$ cat src/rtl/ctmr_pkg.sv
package ctmr_pkg;

    typedef enum logic [1:0] {
        CMD_NONE = 2'd0,
        CMD_LOAD = 2'd1,
        CMD_HALT = 2'd2
    } ctmr_cmd_e;

    typedef enum logic {
        MODE_COUNT = 1'b0,
        MODE_TIMER = 1'b1
    } ctmr_mode_e;

endpackage

$ cat src/rtl/ctmr_cmd.sv
module ctmr_cmd
    import ctmr_pkg::*;
(
    input  logic      start_i,
    input  logic      stop_i,
    output ctmr_cmd_e cmd_o
);

    // Halt outranks load when both strobes coincide.
    always_comb begin
        if (stop_i) begin
            cmd_o = CMD_HALT;
        end else if (start_i) begin
            cmd_o = CMD_LOAD;
        end else begin
            cmd_o = CMD_NONE;
        end
    end

endmodule

$ cat src/rtl/ctmr_downcnt.sv
module ctmr_downcnt
    import ctmr_pkg::*;
#(
    parameter int CNT_W = 16
) (
    input  logic             clk,
    input  logic             rst_n,
    input  ctmr_cmd_e        cmd_i,
    input  ctmr_mode_e       mode_i,
    input  logic             tick_i,
    input  logic [CNT_W-1:0] preload_i,
    output logic             run_o,
    output logic             tc_evt_o
);

    localparam logic [CNT_W-1:0] LSB_ONE = {{(CNT_W-1){1'b0}}, 1'b1};
    localparam logic [CNT_W-1:0] ZERO    = '0;

    // rem holds ticks remaining minus one, so a zero preload wraps to all ones.
    typedef struct packed {
        logic             run;
        logic [CNT_W-1:0] rem;
    } cnt_state_t;

    cnt_state_t cnt_d, cnt_q;
    logic       tc_evt;
    logic [CNT_W-1:0] reload_val;

    assign reload_val = preload_i - LSB_ONE;

    always_comb begin
        cnt_d  = cnt_q;
        tc_evt = cnt_q.run && tick_i && (cmd_i == CMD_NONE) && (cnt_q.rem == ZERO);
        unique case (cmd_i)
            CMD_HALT: begin
                cnt_d.run = 1'b0;
            end
            CMD_LOAD: begin
                cnt_d.run = 1'b1;
                cnt_d.rem = reload_val;
            end
            default: begin
                if (cnt_q.run && tick_i) begin
                    if (tc_evt && (mode_i == MODE_TIMER)) begin
                        cnt_d.rem = reload_val;
                    end else begin
                        cnt_d.rem = cnt_q.rem - LSB_ONE;
                    end
                end
            end
        endcase
    end

    always_ff @(posedge clk) begin
        if (!rst_n) begin
            cnt_q <= '{run: 1'b0, rem: '0};
        end else begin
            cnt_q <= cnt_d;
        end
    end

    assign run_o    = cnt_q.run;
    assign tc_evt_o = tc_evt;

endmodule

$ cat src/rtl/ctmr_wave.sv
module ctmr_wave
    import ctmr_pkg::*;
(
    input  logic       clk,
    input  logic       rst_n,
    input  ctmr_cmd_e  cmd_i,
    input  ctmr_mode_e mode_i,
    input  logic       tc_evt_i,
    output logic       wave_o,
    output logic       tc_o
);

    typedef struct packed {
        logic wave;
        logic tc;
    } wave_state_t;

    wave_state_t wv_d, wv_q;

    always_comb begin
        wv_d    = wv_q;
        wv_d.tc = tc_evt_i;
        if (cmd_i != CMD_NONE) begin
            wv_d.wave = 1'b1;
        end else if (tc_evt_i) begin
            wv_d.wave = (mode_i == MODE_TIMER) ? ~wv_q.wave : 1'b0;
        end
    end

    always_ff @(posedge clk) begin
        if (!rst_n) begin
            wv_q <= '{wave: 1'b1, tc: 1'b0};
        end else begin
            wv_q <= wv_d;
        end
    end

    assign wave_o = wv_q.wave;
    assign tc_o   = wv_q.tc;

endmodule

$ cat src/rtl/ctmr.sv
module ctmr
    import ctmr_pkg::*;
#(
    parameter int CNT_W = 16
) (
    input  logic             clk,
    input  logic             rst_n,
    input  logic             tick,
    input  logic [CNT_W-1:0] preload,
    input  logic             mode,
    input  logic             start,
    input  logic             stop,
    output logic             wave_out,
    output logic             tc_pulse
);

    ctmr_cmd_e  cmd;
    ctmr_mode_e mode_e;
    logic       run;
    logic       tc_evt;

    assign mode_e = ctmr_mode_e'(mode);

    ctmr_cmd u_cmd (
        .start_i (start),
        .stop_i  (stop),
        .cmd_o   (cmd)
    );

    ctmr_downcnt #(
        .CNT_W (CNT_W)
    ) u_cnt (
        .clk       (clk),
        .rst_n     (rst_n),
        .cmd_i     (cmd),
        .mode_i    (mode_e),
        .tick_i    (tick),
        .preload_i (preload),
        .run_o     (run),
        .tc_evt_o  (tc_evt)
    );

    ctmr_wave u_wave (
        .clk      (clk),
        .rst_n    (rst_n),
        .cmd_i    (cmd),
        .mode_i   (mode_e),
        .tc_evt_i (tc_evt),
        .wave_o   (wave_out),
        .tc_o     (tc_pulse)
    );

    logic unused_run;
    assign unused_run = run;

endmodule

$ cat config.mk
export PLATFORM = sky130hd
export DESIGN_NAME = ctmr
export DESIGN_NICKNAME = d
export VERILOG_FILES = /design/src/rtl/ctmr_pkg.sv /design/src/rtl/ctmr_cmd.sv /design/src/rtl/ctmr_downcnt.sv /design/src/rtl/ctmr_wave.sv /design/src/rtl/ctmr.sv
export SDC_FILE = /design/constraint.sdc
export NUM_CORES = 1
export LEC_CHECK = 0
export ABC_AREA = 0
export BUFFER_PORTS_ARGS = -buffer_cell sky130_fd_sc_hd__buf_2
export CELL_PAD_IN_SITES_DETAIL_PLACEMENT = 1
export CELL_PAD_IN_SITES_GLOBAL_PLACEMENT = 2
export CORE_ASPECT_RATIO = 0.75
export CORE_UTILIZATION = 32
export DETAILED_ROUTE_END_ITERATION = 7
export PLACE_DENSITY = 0.81
export SLEW_MARGIN = 20
export SYNTH_ARGS = -nofsm -noshare
export SYNTH_HDL_FRONTEND = slang
export SYNTH_SLANG_ARGS = --single-unit
export TNS_END_PERCENT = 20
$ cat constraint.sdc
create_clock -name clk -period 3.5 [get_ports clk]
set_input_delay 1.05 -clock clk [delete_from_list [all_inputs] [get_ports clk]]
set_output_delay 1.05 -clock clk [all_outputs]
set_load 0.01 [all_outputs]
==> results of run 1 <==
routing by layer:
layer | part of all wire, % | global-route usage, % | up-vias | routed length [um]
met5 | 0 | 0 | - | 0
met2 | 45 | 36.3 | 25 | 2180
met4 | 0.23 | 4.08 | 0 | 11
met1 | 51 | 30.1 | 779 | 2450
li1 | - | - | 767 | -
met3 | 3.3 | 4.51 | 2 | 159
layout make-up:
cell class	instances	area, sq um
Fill cell	532	2520
Timing Repair Buffer	29	160
Inverter	7	26.3
Sequential cell	19	380
Clock buffer	3	41.3
Clock inverter	1	5.00
Multi-Input combinational cell	154	1000
Tap cell	55	68.8
power breakdown:
| part | switching (uW) | internal, uW | leakage (uW) |
|---|---|---|---|
| registers | 24.1 | 233 | 0.000156 |
| logic | 125 | 99.3 | 0.000447 |
| clock network | 80.5 | 79.3 | 0.0000255 |
Yosys cell counts (3+ instances only):
master    number
nor2_1        14
nor4_1        11
a21oi_1       11
or4_1          4
o21ai_0       11
a211oi_1       3
nand2b_1       3
nand2_1       16
clkbuf_1       5
nand3_1        7
nor3_1        10
dfxtp_1       19
or2_2          3
xnor2_1        6
inv_1          7
or4_4          3
xor2_1         7
per-stage QoR:
stage	utilization, %	setup slack [ns]	power (uW)	hold WS [ns]
2_1_floorplan	-	0.584	406	0.459
3_3_place_gp	38.9	0.411	473	0.474
3_5_place_dp	38.9	0.342	484	0.491
4_1_cts	40.0	0.611	646	0.509
5_1_grt	40.0	0.480	683	0.530
6_report	40.0	0.592	641	0.508
registers in the layout (all words and copies together) (netlist names):
| name | cells |
|---|---|
| u_cnt.cnt_q | 16 |
| u_wave.wave_o | 1 |
| u_cnt.run_o | 1 |
| u_wave.tc_o | 1 |
path summary, 6_finish.rpt:
kind | start | end | cells after the start
max | start | u_cnt.cnt_q[3] | 7
min | u_cnt.cnt_q[1] | u_cnt.cnt_q[1] | 2
max reg2reg | u_cnt.cnt_q[14] | u_cnt.cnt_q[3] | 6
min reg2reg | u_cnt.cnt_q[1] | u_cnt.cnt_q[1] | 2
critical path, delay by kind of cell:
kind | cells | cell delay [ns]
AOI/OAI and AO/OA | 3 | 0.56
and+or+nand+nor | 2 | 1.05
buffers and inverters | 2 | 0.40
cell families (layout without fill, tap and decap cells):
logic type	Yosys count	count (layout)
compound gates	52	52
xor+xnor	13	13
fa+ha+maj	2	2
buf+inv	16	40
flops	19	19
mux	3	3
simple gates	84	84
==> results by group, run 1 <==
Critical path
  – CP Launch Type: primary input
  – Cell with the largest stage delay on the worst path: or4_4
  – Crit path kind: in -> reg
  – R2r setup slk: 1.11 ns
  – CP peak stage delay: 0.55 ns
  – Cell Chain, Critical Path: buf_2 -> or4_1 -> or4_4 -> o21ai_1 -> buf_4 -> o21ai_0 -> a211oi_1
  – Arr. time, crit path: between 3 and 4 ns
  – CP Max Fanout: 20
  – CP endpoint kind: flip-flop
  – Critical Path RT: 3.66 ns

Floorplanning
  – Core ar.: 4200 sq um
  – Die width: 79.9 um
  – Die area: 4830 sq um
  – Die height: 60.4 um
  – Starting Density: 34.6%
  – # rows: 20
  – I/O pin count: 24

STA
  – Final setup viols: 0
  – Slew HR: 66.3%
  – Final Hold Viols: 0
  – Worst clock skew: 0.00682 ns
  – Slew Limit Fails: 0
  – Crit share post-route: ~83%
  – Setup TNS: 0 ns
  – Min Tclk post-route: 2.91 ns
  – Setup repair after global routing missed its margin: false
  – Slew @ Worst Pin: ~0.5 ns
  – FMAX: 0.344 GHz

Logic synthesis
  – Syn nets: 213
  – Post-synth EDFFs: 0
  – Synth Area in Adders: 1.72%
  – Ys Warns: 0
  – Seq/Total Area, Yosys: 26.1%
  – Async SR Flop Fraction: 0%
  – Ranking of synthesized cells by area: dfxtp_1, nor4_1, xor2_1
  – Post-Synth XOR/XNOR Area: about 8%
  – Synth Register Bits: 19
  – Synth top area share: 26.1%
  – Gate Count Post-Synth: roughly 190
  – Simple-gate portion of the synthesized area: about a third
  – Post-synthesis mux area share: 2.41%
  – Compound-Gate Fraction of Synth Area: about 24%
  – Avg Cell Area, Syn: a little under 8 sq um
  – Post-synthesis cell type count: 53
  – Largest family of logic cells by synthesized area: simple AND/OR/NAND/NOR gates
  – Synthesized cell area: 1460 sq um
  – Area leader, netlist: dfxtp_1
  – Ys flop type: dfxtp_1

Clock network
  – TritonCTS clock tree: built
  – Post_cts resized: 0
  – Clock Pin Slew Worst Setup and Hold Paths: approximately 0.07 ns
  – CTS Buf Count: 3
  – Post-CTS setup buffer count: 0
  – CTS Sinks: 19
  – Max clock buf depth: 2
  – Cts hold-fix bufs: 0
  – H-tree depth: 1
  – Worst-Skew Late Latency: between 0.2 and 0.3 ns
  – Root buffer cell: clkbuf_8

Run status
  – Outcome: finished clean

Power and ir drop
  – Power Density: ~380 nW/um^2
  – VDD IR max: 0.000149 V
  – LEAKAGE: 0.000628 uW

Drt
  – Drt drc: 0
  – Drt total wl: about 4800 um
  – Avg Vias per Cell: 5.87
  – WL/cell: 17.9 um
  – Routed via count: 1,573
  – Drt first pass iters: 4
  – DRT iter0 DRCs: 88
  – Post-route ant nets: 0

Layout
  – N_diodes: 0
  – Final #Nets: roughly 240
  – Fin cells: roughly 270
  – Share of cells above drive strength 1: 21.1%
  – Commonest non-fill, non-tap cells in the layout: buf_2, dfxtp_1, nand2_1
  – P&R area growth vs syn: 15.5%
  – Post-route cell area: 1680 sq um
  – Commonest non-fill, non-tap cell in the layout: buf_2

Placed design
  – Routability cong.: 0.849
  – Placed cells: between 200 and 300
  – Detailed Place HPWL: 3640 um
  – Placed Area: 1640 sq um
  – PortBufs: 23

GRT
  – Total gr overflow: 0
  – Largest net degree at the start of global routing: 21
  – GRT Util Overall: between 20% and 30%
  – Initial antenna violation count: 0
  – Vias in the first global route: 1,613
  – First-pass GRT wire length: between 7000 and 8000 um

Job
  – Max-cap violations: 0

Min path
  – Hold crit path type: reg -> reg
Note: power is estimated with default switching activity, not from simulation.
==> run 2, diff against run 1 <==
Clock period 3.5 ns to 2.8 ns, I/O delays scaled along.
==> results by group, run 2 (synthesized netlist as in run 1, its figures left out) <==
Run status
  – Outcome: finished clean

Layout
  – P&R area growth vs syn: 19.3%
  – Commonest non-fill, non-tap cell in the layout: buf_2
  – Final #Nets: 244
  – Fin cells: 274
  – Share of cells above drive strength 1: 22.8%
  – Post-route cell area: 1740 sq um
  – Fill cells: between 500 and 600
  – Largest reg by FF count: u_cnt.cnt_q
  – N_diodes: 0
  – Max FFs per register: 16
  – Commonest non-fill, non-tap cells in the layout: buf_2, dfxtp_1, nand2_1

STA
  – Slew @ Worst Pin: 0.507 ns
  – Final setup viols: 0
  – FMAX: 0.385 GHz
  – Setup repair after global routing missed its margin: false
  – Slew HR: about two thirds
  – Final Hold Viols: 0
  – Fin worst setup slack: 0.201 ns
  – Crit share post-route: between 90 and 100%
  – Min Tclk post-route: roughly 2.6 ns
  – Slew Limit Fails: 0
  – Worst clock skew: 0.00174 ns

Floorplanning
  – I/O pin count: 24
  – # rows: 20
  – Die height: 60.4 um
  – Die width: 79.9 um
  – Starting Density: 34.6%
  – Core ar.: 4200 sq um
  – Die area: 4830 sq um

Critical path
  – Critical Path RT: 2.96 ns
  – CP Launch Type: primary input
  – Arr. time, crit path: roughly 2.8 ns
  – Crit path kind: in -> reg
  – CP Max Fanout: 3
  – CP endpoint kind: flip-flop

Clock network
  – Root buffer cell: clkbuf_8
  – Clock Pin Slew Worst Setup and Hold Paths: ~0.07 ns
  – TritonCTS clock tree: built
  – CTS Sinks: 19
  – CTS Buf Count: 3
  – Worst-Skew Late Latency: 0.27 ns
  – Post-CTS setup buffer count: 0
  – Post_cts resized: 0
  – H-tree depth: 1
  – Max clock buf depth: 2
  – Cts hold-fix bufs: 0

GRT
  – Vias in the first global route: 1,553
  – Initial antenna violation count: 0
  – Total gr overflow: 0
  – GRT Util Overall: a little over a fifth
  – Largest net degree at the start of global routing: 19
  – First-pass GRT wire length: 7790 um

Placed design
  – Post-placement setup slack: -0.0822 ns
  – Placed Area: about 1700 sq um
  – PortBufs: 23
  – Routability cong.: 0.838
  – Detailed Place HPWL: 3680 um
  – Placed cells: 270

Drt
  – Routed via count: about 1,600
  – Avg Vias per Cell: 5.77
  – Post-route ant nets: 0
  – DRT iter0 DRCs: 112
  – WL/cell: 17.4 um
  – Drt total wl: between 4000 and 5000 um
  – Drt first pass iters: 4
  – Drt drc: 0

Power and ir drop
  – Power Density: 469 nW/um^2
  – Design Power: 814 uW
  – VDD IR max: 0.000160 V
  – LEAKAGE: 0.000660 uW

Job
  – Max-cap violations: 0

Min path
  – Hold crit path type: reg -> reg
==> run 2: cell types whose count changed in the layout (fill, tap and decap cells not counted) <==
cell      previous run  this run
buf_12               0         1
clkbuf_1             0         1
clkinv_2             1         0
buf_4                6        11
==> run 2: power by group <==
part | switching (uW) | internal (uW)
clock | 102 | 102
combinational | 158 | 132
sequential | 30.6 | 291
==> run 2: through the flow <==
step / util [%] / hold slack [ns] / setup TNS, ns
finish: 41.3 / 0.505 / 0
global route: 41.3 / 0.542 / 0
CTS: 41.3 / 0.508 / 0
detailed placement: 40.3 / 0.495 / -0.531
global placement: 40.3 / 0.470 / -0.0916
floorplan: - / 0.459 / 0
==> run 2: final cells by class <==
type / instances / area (sq um) / area share (%)
Clock buffer: 4 / 45.0 / 2.59
Inverter: 7 / 26.3 / 1.51
Tap cell: 55 / 68.8 / 3.96
Multi-Input combinational cell: 154 / 1000 / 57.5
Timing Repair Buffer: 35 / 218 / 12.5
Sequential cell: 19 / 380 / 21.9
==> run 2: metal layers <==
metal  track usage, %  vias up  share of wire, %
met5                0        -                 0
met4             4.85        0               1.1
met3             4.06        6               4.3
met2             35.7       34                46
met1             29.8      763                49
li1                 -      777                 -
==> run 2: path summary, 6_finish.rpt <==
| kind | startpoint | end | slack (ns) | cells past startpoint |
|---|---|---|---|---|
| setup / recovery | start | u_cnt.cnt_q[2] | 0.20 | 6 |
| hold / removal | u_cnt.cnt_q[1] | u_cnt.cnt_q[1] | 0.51 | 2 |
| setup reg to reg | u_cnt.cnt_q[0] | u_cnt.cnt_q[13] | 0.32 | 5 |
| hold reg to reg | u_cnt.cnt_q[1] | u_cnt.cnt_q[1] | 0.51 | 2 |
==> run 2: critical path: stages <==
cell     delay [ns]
buf_2          0.10
or4_1          0.49
or4_4          0.55
o21a_1         0.26
o21ba_2        0.23
o311a_1        0.29
